**src/rtl/hsd_pkg.sv**
```systemverilog
package hsd_pkg;

    typedef enum logic [1:0] {
        ST_IDLE    = 2'd0,
        ST_SEARCH  = 2'd1,
        ST_RESIDUE = 2'd2,
        ST_DONE    = 2'd3
    } seq_state_t;

    typedef enum logic [1:0] {
        FB_CM  = 2'b00,
        FB_POS = 2'b01,
        FB_NEG = 2'b10
    } fb_sel_t;

endpackage

```
**src/rtl/hsd_down_ctr.sv**
```systemverilog
// Loadable down counter that saturates at zero; shared by both phases.
module hsd_down_ctr #(
    parameter int CW = 6
) (
    input  logic          clk,
    input  logic          rst_n,
    input  logic          load_i,
    input  logic [CW-1:0] load_val_i,
    output logic [CW-1:0] cnt_o,
    output logic          zero_o
);
    logic [CW-1:0] cnt_q;

    always_ff @(posedge clk or negedge rst_n) begin
        if (!rst_n) begin
            cnt_q <= '0;
        end else if (load_i) begin
            cnt_q <= load_val_i;
        end else if (cnt_q != '0) begin
            cnt_q <= cnt_q - 1'b1;
        end
    end

    assign cnt_o  = cnt_q;
    assign zero_o = (cnt_q == '0);
endmodule

```
**src/rtl/hsd_sar_reg.sv**
```systemverilog
// Successive-approximation trial register and coarse-code latch.
module hsd_sar_reg #(
    parameter int W  = 6,
    parameter int IW = 6
) (
    input  logic          clk,
    input  logic          rst_n,
    input  logic          init_i,
    input  logic          step_i,
    input  logic [IW-1:0] idx_i,
    input  logic          cmp_i,
    output logic [W-1:0]  trial_o,
    output logic [W-1:0]  coarse_o
);
    localparam logic [W-1:0] FIRST_TRIAL = {1'b1, {(W-1){1'b0}}};

    logic [W-1:0] trial_q;
    logic [W-1:0] trial_nxt;
    logic [W-1:0] coarse_q;

    always_comb begin
        trial_nxt = trial_q;
        for (int i = 0; i < W; i++) begin
            if (i == int'(idx_i)) begin
                trial_nxt[i] = cmp_i;
            end else if (i + 1 == int'(idx_i)) begin
                trial_nxt[i] = 1'b1;
            end
        end
    end

    always_ff @(posedge clk or negedge rst_n) begin
        if (!rst_n) begin
            trial_q  <= '0;
            coarse_q <= '0;
        end else begin
            if (init_i) begin
                trial_q <= FIRST_TRIAL;
            end else if (step_i) begin
                trial_q <= trial_nxt;
            end
            if (step_i && idx_i == '0) begin
                coarse_q <= trial_nxt;
            end
        end
    end

    assign trial_o  = trial_q;
    assign coarse_o = coarse_q;
endmodule

```
**src/rtl/hsd_sd_fb.sv**
```systemverilog
// Residue-phase feedback sign and modulator bit stream.
module hsd_sd_fb
    import hsd_pkg::*;
(
    input  logic       clk,
    input  logic       rst_n,
    input  logic       active_i,
    input  logic       cmp_i,
    output logic [1:0] fb_sel_o,
    output logic       mod_bit_o,
    output logic       mod_valid_o
);
    logic sign_q;
    logic armed_q;

    always_ff @(posedge clk or negedge rst_n) begin
        if (!rst_n) begin
            sign_q  <= 1'b0;
            armed_q <= 1'b0;
        end else begin
            armed_q <= active_i;
            if (active_i) begin
                sign_q <= cmp_i;
            end
        end
    end

    always_comb begin
        if (active_i && armed_q) begin
            fb_sel_o = sign_q ? FB_POS : FB_NEG;
        end else begin
            fb_sel_o = FB_CM;
        end
    end

    assign mod_bit_o   = sign_q;
    assign mod_valid_o = armed_q;
endmodule

```
**src/rtl/hsd_conv_seq.sv**
```systemverilog
module hsd_conv_seq
    import hsd_pkg::*;
#(
    parameter int COARSE_BITS  = 6,
    parameter int RESID_CYCLES = 44
) (
    input  logic                   clk,
    input  logic                   rst_n,
    input  logic                   start_i,
    input  logic                   cmp_i,
    output logic [COARSE_BITS-1:0] dac_code_o,
    output logic                   lf_en_o,
    output logic                   lf_rst_o,
    output logic [1:0]             fb_sel_o,
    output logic                   mod_bit_o,
    output logic                   mod_valid_o,
    output logic [COARSE_BITS-1:0] coarse_o,
    output logic                   done_o,
    output logic                   idle_o
);
    localparam int MAX_LEN = (COARSE_BITS > RESID_CYCLES) ? COARSE_BITS : RESID_CYCLES;
    localparam int CW      = $clog2(MAX_LEN + 1);
    localparam logic [CW-1:0] SEARCH_LOAD = CW'(COARSE_BITS - 1);
    localparam logic [CW-1:0] RESID_LOAD  = CW'(RESID_CYCLES - 1);

    seq_state_t    state_q, state_nxt;
    logic          ld;
    logic [CW-1:0] ld_val;
    logic [CW-1:0] cnt;
    logic          cnt_zero;
    logic          in_search;
    logic          in_resid;

    // State register
    always_ff @(posedge clk or negedge rst_n) begin
        if (!rst_n) begin
            state_q <= ST_IDLE;
        end else begin
            state_q <= state_nxt;
        end
    end

    // Next state and counter loads
    always_comb begin
        state_nxt = state_q;
        ld        = 1'b0;
        ld_val    = '0;
        unique case (state_q)
            ST_IDLE: begin
                if (start_i) begin
                    state_nxt = ST_SEARCH;
                    ld        = 1'b1;
                    ld_val    = SEARCH_LOAD;
                end
            end
            ST_SEARCH: begin
                if (cnt_zero) begin
                    state_nxt = ST_RESIDUE;
                    ld        = 1'b1;
                    ld_val    = RESID_LOAD;
                end
            end
            ST_RESIDUE: begin
                if (cnt_zero) begin
                    state_nxt = ST_DONE;
                end
            end
            ST_DONE: begin
                state_nxt = ST_IDLE;
            end
            default: state_nxt = ST_IDLE;
        endcase
    end

    // Outputs decoded from state
    always_comb begin
        in_search = 1'b0;
        in_resid  = 1'b0;
        done_o    = 1'b0;
        idle_o    = 1'b0;
        unique case (state_q)
            ST_IDLE:    idle_o    = 1'b1;
            ST_SEARCH:  in_search = 1'b1;
            ST_RESIDUE: in_resid  = 1'b1;
            ST_DONE:    done_o    = 1'b1;
            default:    idle_o    = 1'b1;
        endcase
        lf_en_o  = in_resid;
        lf_rst_o = !in_resid;
    end

    hsd_down_ctr #(.CW(CW)) u_ctr (
        .clk        (clk),
        .rst_n      (rst_n),
        .load_i     (ld),
        .load_val_i (ld_val),
        .cnt_o      (cnt),
        .zero_o     (cnt_zero)
    );

    hsd_sar_reg #(.W(COARSE_BITS), .IW(CW)) u_sar (
        .clk      (clk),
        .rst_n    (rst_n),
        .init_i   (idle_o && start_i),
        .step_i   (in_search),
        .idx_i    (cnt),
        .cmp_i    (cmp_i),
        .trial_o  (dac_code_o),
        .coarse_o (coarse_o)
    );

    hsd_sd_fb u_fb (
        .clk         (clk),
        .rst_n       (rst_n),
        .active_i    (in_resid),
        .cmp_i       (cmp_i),
        .fb_sel_o    (fb_sel_o),
        .mod_bit_o   (mod_bit_o),
        .mod_valid_o (mod_valid_o)
    );
endmodule

```
**config.mk**
```make
export PLATFORM = sky130hd
export DESIGN_NAME = hsd_conv_seq
export DESIGN_NICKNAME = d
export VERILOG_FILES = /design/src/rtl/hsd_pkg.sv /design/src/rtl/hsd_down_ctr.sv /design/src/rtl/hsd_sar_reg.sv /design/src/rtl/hsd_sd_fb.sv /design/src/rtl/hsd_conv_seq.sv
export SDC_FILE = /design/constraint.sdc
export NUM_CORES = 1
export LEC_CHECK = 0
export BUFFER_PORTS_ARGS = -buffer_cell sky130_fd_sc_hd__buf_2
export CORE_MARGIN = 1.5
export CORE_UTILIZATION = 25
export CTS_CLUSTER_DIAMETER = 200
export DETAILED_ROUTE_END_ITERATION = 6
export PLACE_DENSITY_LB_ADDON = 0.15
export SYNTH_ARGS = -nofsm -noshare
export SYNTH_HDL_FRONTEND = slang
export SYNTH_SLANG_ARGS = --single-unit
```
**constraint.sdc**
```tcl
create_clock -name clk -period 1.7 [get_ports clk]
set_clock_uncertainty 0.1 [all_clocks]
set_input_delay 0.34 -clock clk [delete_from_list [all_inputs] [get_ports clk]]
set_output_delay 0.34 -clock clk [all_outputs]
set_load 0.005 [all_outputs]
```
======== After elaboration in Yosys (flattened, before gate mapping) ========
Cells that the tools add are included.
cells by class
  div/mod/pow operators ................... 0
  magnitude comparators ................... 0
  shift-type cells ........................ 0
  $add $sub $neg .......................... 1
  bitwise gates (word level) .............. 0
  $mul .................................... 0
  mux-type cells .......................... 32
  reductions and logical operators ........ 11
  eq/ne operators ......................... 12
operators with widths
  kind                   number
  $mux W6                5
  $eq A4 B6 Y1 const A   3
  $mux W1                18
  $eq A3 B6 Y1 const A   2
  $logic_not A6 Y1       2
  $pmux W6 S2            1
  $mux W2                5
  $pmux W2 S4            1
  $eq A2 B6 Y1 const A   1
  $ne A2 B2 Y1 const B   3
  $reduce_bool A6 Y1     1
  $sub A6 B1 Y6 const B  1
  $eq A2 B2 Y1 const B   2
  $reduce_bool A2 Y1     2
  $logic_and A1 B1 Y1    3
  $mux W3                1
  $reduce_and A3 Y1      1
  $eq A2 B1 Y1 const B   1
  $logic_not A2 Y1       1
  $pmux W1 S2            1
  $logic_not A1 Y1       1
word-level totals
  word-level logic and storage cells ...... 62
  ROM bits ................................ 0
  memories kept ........................... 0
  bits in latches ......................... 0
  output and inout bits ................... 20
  flip-flop bits (word level) ............. 22
  memory bits (writable) .................. 0
  input port bits ......................... 4

======== Logic depth before layout (Yosys ltp) ========
  depth in word-level cells ............... 5
  mapped depth ............................ 6
  mapped depth without buffers ............ 5

======== Modules after synthesis ========
Synthesis repeated with hierarchy kept, for this count alone.
unflattened totals
  cell total of the unflattened synthesis .. 126
  area, all modules ....................... 1361.3 um^2
modules (own cells, without submodules)
  module        cells each  times used  area each (um^2)  sequential area each (um^2)
  hsd_sar_reg   58          1           656.9             300.3
  hsd_down_ctr  40          1           400.4             150.1
  hsd_conv_seq  23          1           221.5             50.0
  hsd_sd_fb     5           1           82.6              50.0

======== Least setup slack after synthesis ========
OpenSTA, ideal clock, no wires.
  kind .................................... reg2reg
  start point ............................. reg u_ctr.cnt_q[0], in the netlist u_ctr.cnt_o[0]
  end point ............................... reg u_sar.coarse_q[0], in the netlist u_sar.coarse_o[0]
  period minus slack after synthesis ...... 1.813 ns
  required time ........................... 1.475 ns
  setup slack ............................. -0.113 ns
  arrival ................................. 1.589 ns
  library setup time ...................... 0.125 ns
  stages on the path, launching flop included .. 6
  buffers on the path ..................... 0
  cells stage by stage .................... dfrtp_1 inv_1 ha_1 nor2b_1 nand3_2 mux2_2
on the way
  word-level cells in the longest chain between the ends .. 3
  elaborated cells between the ends (all ways) .. 6
  those cells by class .................... 1 x eq/ne; 2 x mux; 3 x reduce/logical
RTL lines
  element                 line                RTL
  start, declared         hsd_down_ctr.sv:12  logic [CW-1:0] cnt_q;
  start signal, assigned  hsd_down_ctr.sv:18  cnt_q <= load_val_i;
  start signal, assigned  hsd_down_ctr.sv:20  cnt_q <= cnt_q - 1'b1;
  $eq A2 B6 Y1            hsd_sar_reg.sv:26   end else if (i + 1 == int'(idx_i)) begin
  $mux W1                 hsd_sar_reg.sv:26
  $mux W1                 hsd_sar_reg.sv:24   if (i == int'(idx_i)) begin
  end signal, assigned    hsd_sar_reg.sv:43   coarse_q <= trial_nxt;
  end, declared           hsd_sar_reg.sv:19   logic [W-1:0] coarse_q;
Several ways; a longest one is shown, not always the timed one.
A chain may end at the register's enable or synchronous reset.

======== Final worst setup path ========
  start point ............................. reg u_ctr.cnt_q[3], in the netlist u_ctr.cnt_o[3]
  end point ............................... reg u_ctr.cnt_q[5], in the netlist u_ctr.cnt_o[5]
on the way
  word-level cells in the longest chain between the ends .. 4
  elaborated cells between the ends (all ways) .. 10
  those cells by class .................... 1 x add/sub; 6 x mux; 3 x reduce/logical
RTL lines
  element
  branches (longest 4 deep; another with $sub A6 B1 Y6)
Parallel ways; which one is timed is not known. The select of a mux whose other input is x is not followed.

==> impl_metrics.json <==
{
  "status": "finished, final reports clean",
  "start_util_pct": 26.5,
  "synthMuxAreaShare_pct": 4.42,
  "tightest_slew_ns": 0.481,
  "vias": 1148,
  "nNetsFinal": 182,
  "synth_xor_area_share_pct": 0.687,
  "synth_seq_area_share_pct": 43.2,
  "numClockSinks": 22,
  "drtPass1Iterations": 4,
  "cp.arrival_ns": 1.76,
  "criticalPathCategory": "reg2reg",
  "dp_slack_ns": 0.0106,
  "ant_nets": 0,
  "period_share_pct": 97.7,
  "layout_commonest_cell": "buf_2",
  "overflow": 0,
  "power.density_mw_per_mm2": 1970,
  "slowest_delay_ns": 0.49,
  "synth_cells": 123,
  "insertion_delay_ns": 0.26,
  "hold_start": "cmp_i",
  "max_clock_freq_ghz": 0.602,
  "ios": 24,
  "antenna_found_initial": 0,
  "cp_cell_sequence": "or3_4 > or4_1 > nand3_1",
  "synth_area_mm2": 0.00127,
  "avgViaCountPerCell": 4.89,
  "ys_ff_latch": 22,
  "cap_viol_max_count": 0,
  "synth_simple_gate_area_share_pct": 20.2,
  "hold_viol": 0,
  "htreeDepth": 1,
  "final_area_mm2": 0.00174,
  "area_delta_synth_final_pct": 36.4,
  "cts_tree": "yes",
  "synth_fa_ha_area_share_pct": 8.83,
  "worstHoldPathType": "in2reg",
  "gp_congestion": 0.814,
  "setup_viol": 0,
  "first_global_vias": 1111,
  "synth-compound-area-share_pct": 19.0,
  "n_fill_cell": 499,
  "final_cell_mix": "buf_2, dfrtp_1, buf_4, nor2_1, inv_1",
  "hold_ws_ns": 0.291,
  "path_max_fanout": 6,
  "max-slew-margin-rel_pct": 67.9,
  "ctsLongestPathBuffers": 2,
  "routed_wl_mm": 3.41,
  "dpl_cell_area_mm2": 0.00159,
  "grt_pass1_wl_mm": 5.28,
  "setup.worst_path.start": "u_ctr.cnt_o[3]$_DFFE_PN0P_",
  "critPathCaptureType": "flip-flop",
  "synthFlopType": "dfrtp_1",
  "dieHeight_um": 74.4,
  "syn-num-nets": 136,
  "slowest_stage": "or4_1",
  "peakVddDrop_v": 0.000733,
  "dieArea_mm2": 0.00554,
  "drive_above_1_share_pct": 41.1,
  "synthArstFlopShare_pct": 100,
  "synth_warnings": 0,
  "ys_types": 43,
  "io_buffer_count": 23,
  "crit_required_ns": 1.80,
  "insertedDiodeCount": 0,
  "syn_area_per_cell_um2": 10.4,
  "total_power_mw": 3.42,
  "avgRoutedWirePerCell_um": 14.5,
  "critPathLaunchType": "flip-flop",
  "rsz0062_at_grt": "true",
  "core-area_mm2": 0.00482,
  "setup_ws_ns": 0.0385,
  "timing.rr.start": "u_ctr.cnt_o[3]$_DFFE_PN0P_",
  "post-route-min-period_ns": 1.66,
  "rows": 25,
  "clk_pin_slew_ns": 0.08,
  "remaining_drc_errors": 0,
  "drtIter0Drc": 30,
  "clk_root_buffer_cell": "clkbuf_8",
  "dp_hpwl_mm": 2.47,
  "p_leak_nw": 0.819,
  "synth_edf_count": 0,
  "synth_top_family_by_area": "simple AND/OR/NAND/NOR gates",
  "track_usage_pct": 12.7,
  "chipWidth_um": 74.4,
  "drv_slew": 0,
  "numCtsBuffers": 3,
  "grt_max_degree": 23
}
-- final cells by class --
class                           count  area, um^2  area share [%]
Tap cell                           67        83.8            4.82
Clock buffer                        4        55.1            3.17
Timing Repair Buffer               45         284            16.3
Multi-Input combinational cell     89         733            42.2
Sequential cell                    22         553            31.8
Inverter                            8        30.0            1.73
-- worst max-delay path: cells and delay by family (launching register included) --
| kind | cells | cell delay (ns) |
|---|---|---|
| flops | 1 | 0.48 |
| simple gates | 3 | 1.02 |
-- where the power goes --
group,internal [mW],switching [mW]
Sequential,0.762,0.225
Clock,0.207,0.171
Combinational,1.01,1.05
Total,1.98,1.44
-- sequential cells by signal, indices dropped and copies added, names as in the netlist --
signal	cells
u_fb.mod_valid_o	1
u_sar.coarse_o	6
u_fb.mod_bit_o	1
u_ctr.cnt_o	6
state_q	2
u_sar.trial_o	6
-- metal layers --
layer	GRT usage, %	routed length (um)	part of all wire [%]	vias to the layer above
li1	-	-	-	551
met1	15.8	1530	45	548
met2	20.9	1660	49	43
met3	2.03	167	4.9	6
met4	6.87	55	1.6	0
met5	0	0	0	-
-- cell usage after synthesis (2+ instances only) --
master	instances	area share [%]
dfrtp_1	22	43
ha_1	9	8.8
inv_1	8	2.4
nor2_1	8	2.4
a21oi_1	5	2.0
mux2_2	5	4.4
o21ai_0	5	2.0
and3_1	4	2.0
a31oi_1	3	1.5
nand2_1	3	0.88
nand2b_1	3	1.5
nor2b_1	3	1.5
nor4_1	3	1.5
o21a_1	3	1.8
o31ai_1	3	1.8
a211o_1	2	1.4
a211oi_1	2	1.2
a221oi_1	2	1.4
and2_1	2	0.98
clkbuf_1	2	0.59
nand4_1	2	0.98
o211a_1	2	1.6
o311ai_0	2	1.4
-- logic make-up (layout without fill, tap and decap cells) --
group           after synthesis  in the layout
simple gates                 40             40
compound gates               34             34
xor+xnor                      1              1
flops                        22             22
fa+ha+maj                     9              9
buf+inv                      12             57
mux                           5              5
-- stage by stage --
stage	utilization, %	TNS [ns]	cells
after floorplan	-	0	123
after global placement	33.0	0	225
after detailed placement	33.0	0	225
after CTS	34.9	0	232
after global routing	36.1	-0.0346	235
final	36.1	0	235
-- timing repair --
item,in CTS,in global routing
endpoints found under the hold margin,22,0
hold buffers,1,0
resized for setup,4,10
setup buffers,2,3
pin swaps,0,1
setup endpoints to repair,5,16
-- final timing paths --
kind	end	slack (ns)	cells after the start
min	u_sar.coarse_o[0]$_DFFE_PN0P_	0.29	2
max	u_ctr.cnt_o[5]$_DFFE_PN0P_	0.04	3
max in group asynchronous	u_ctr.cnt_o[4]$_DFFE_PN0P_	0.67	2
min in group asynchronous	u_sar.trial_o[1]$_DFFE_PN0P_	0.47	2
max reg2reg	u_ctr.cnt_o[5]$_DFFE_PN0P_	0.04	3
min reg2reg	u_sar.coarse_o[1]$_DFFE_PN0P_	0.39	1
(Power assumes the default switching activity.)
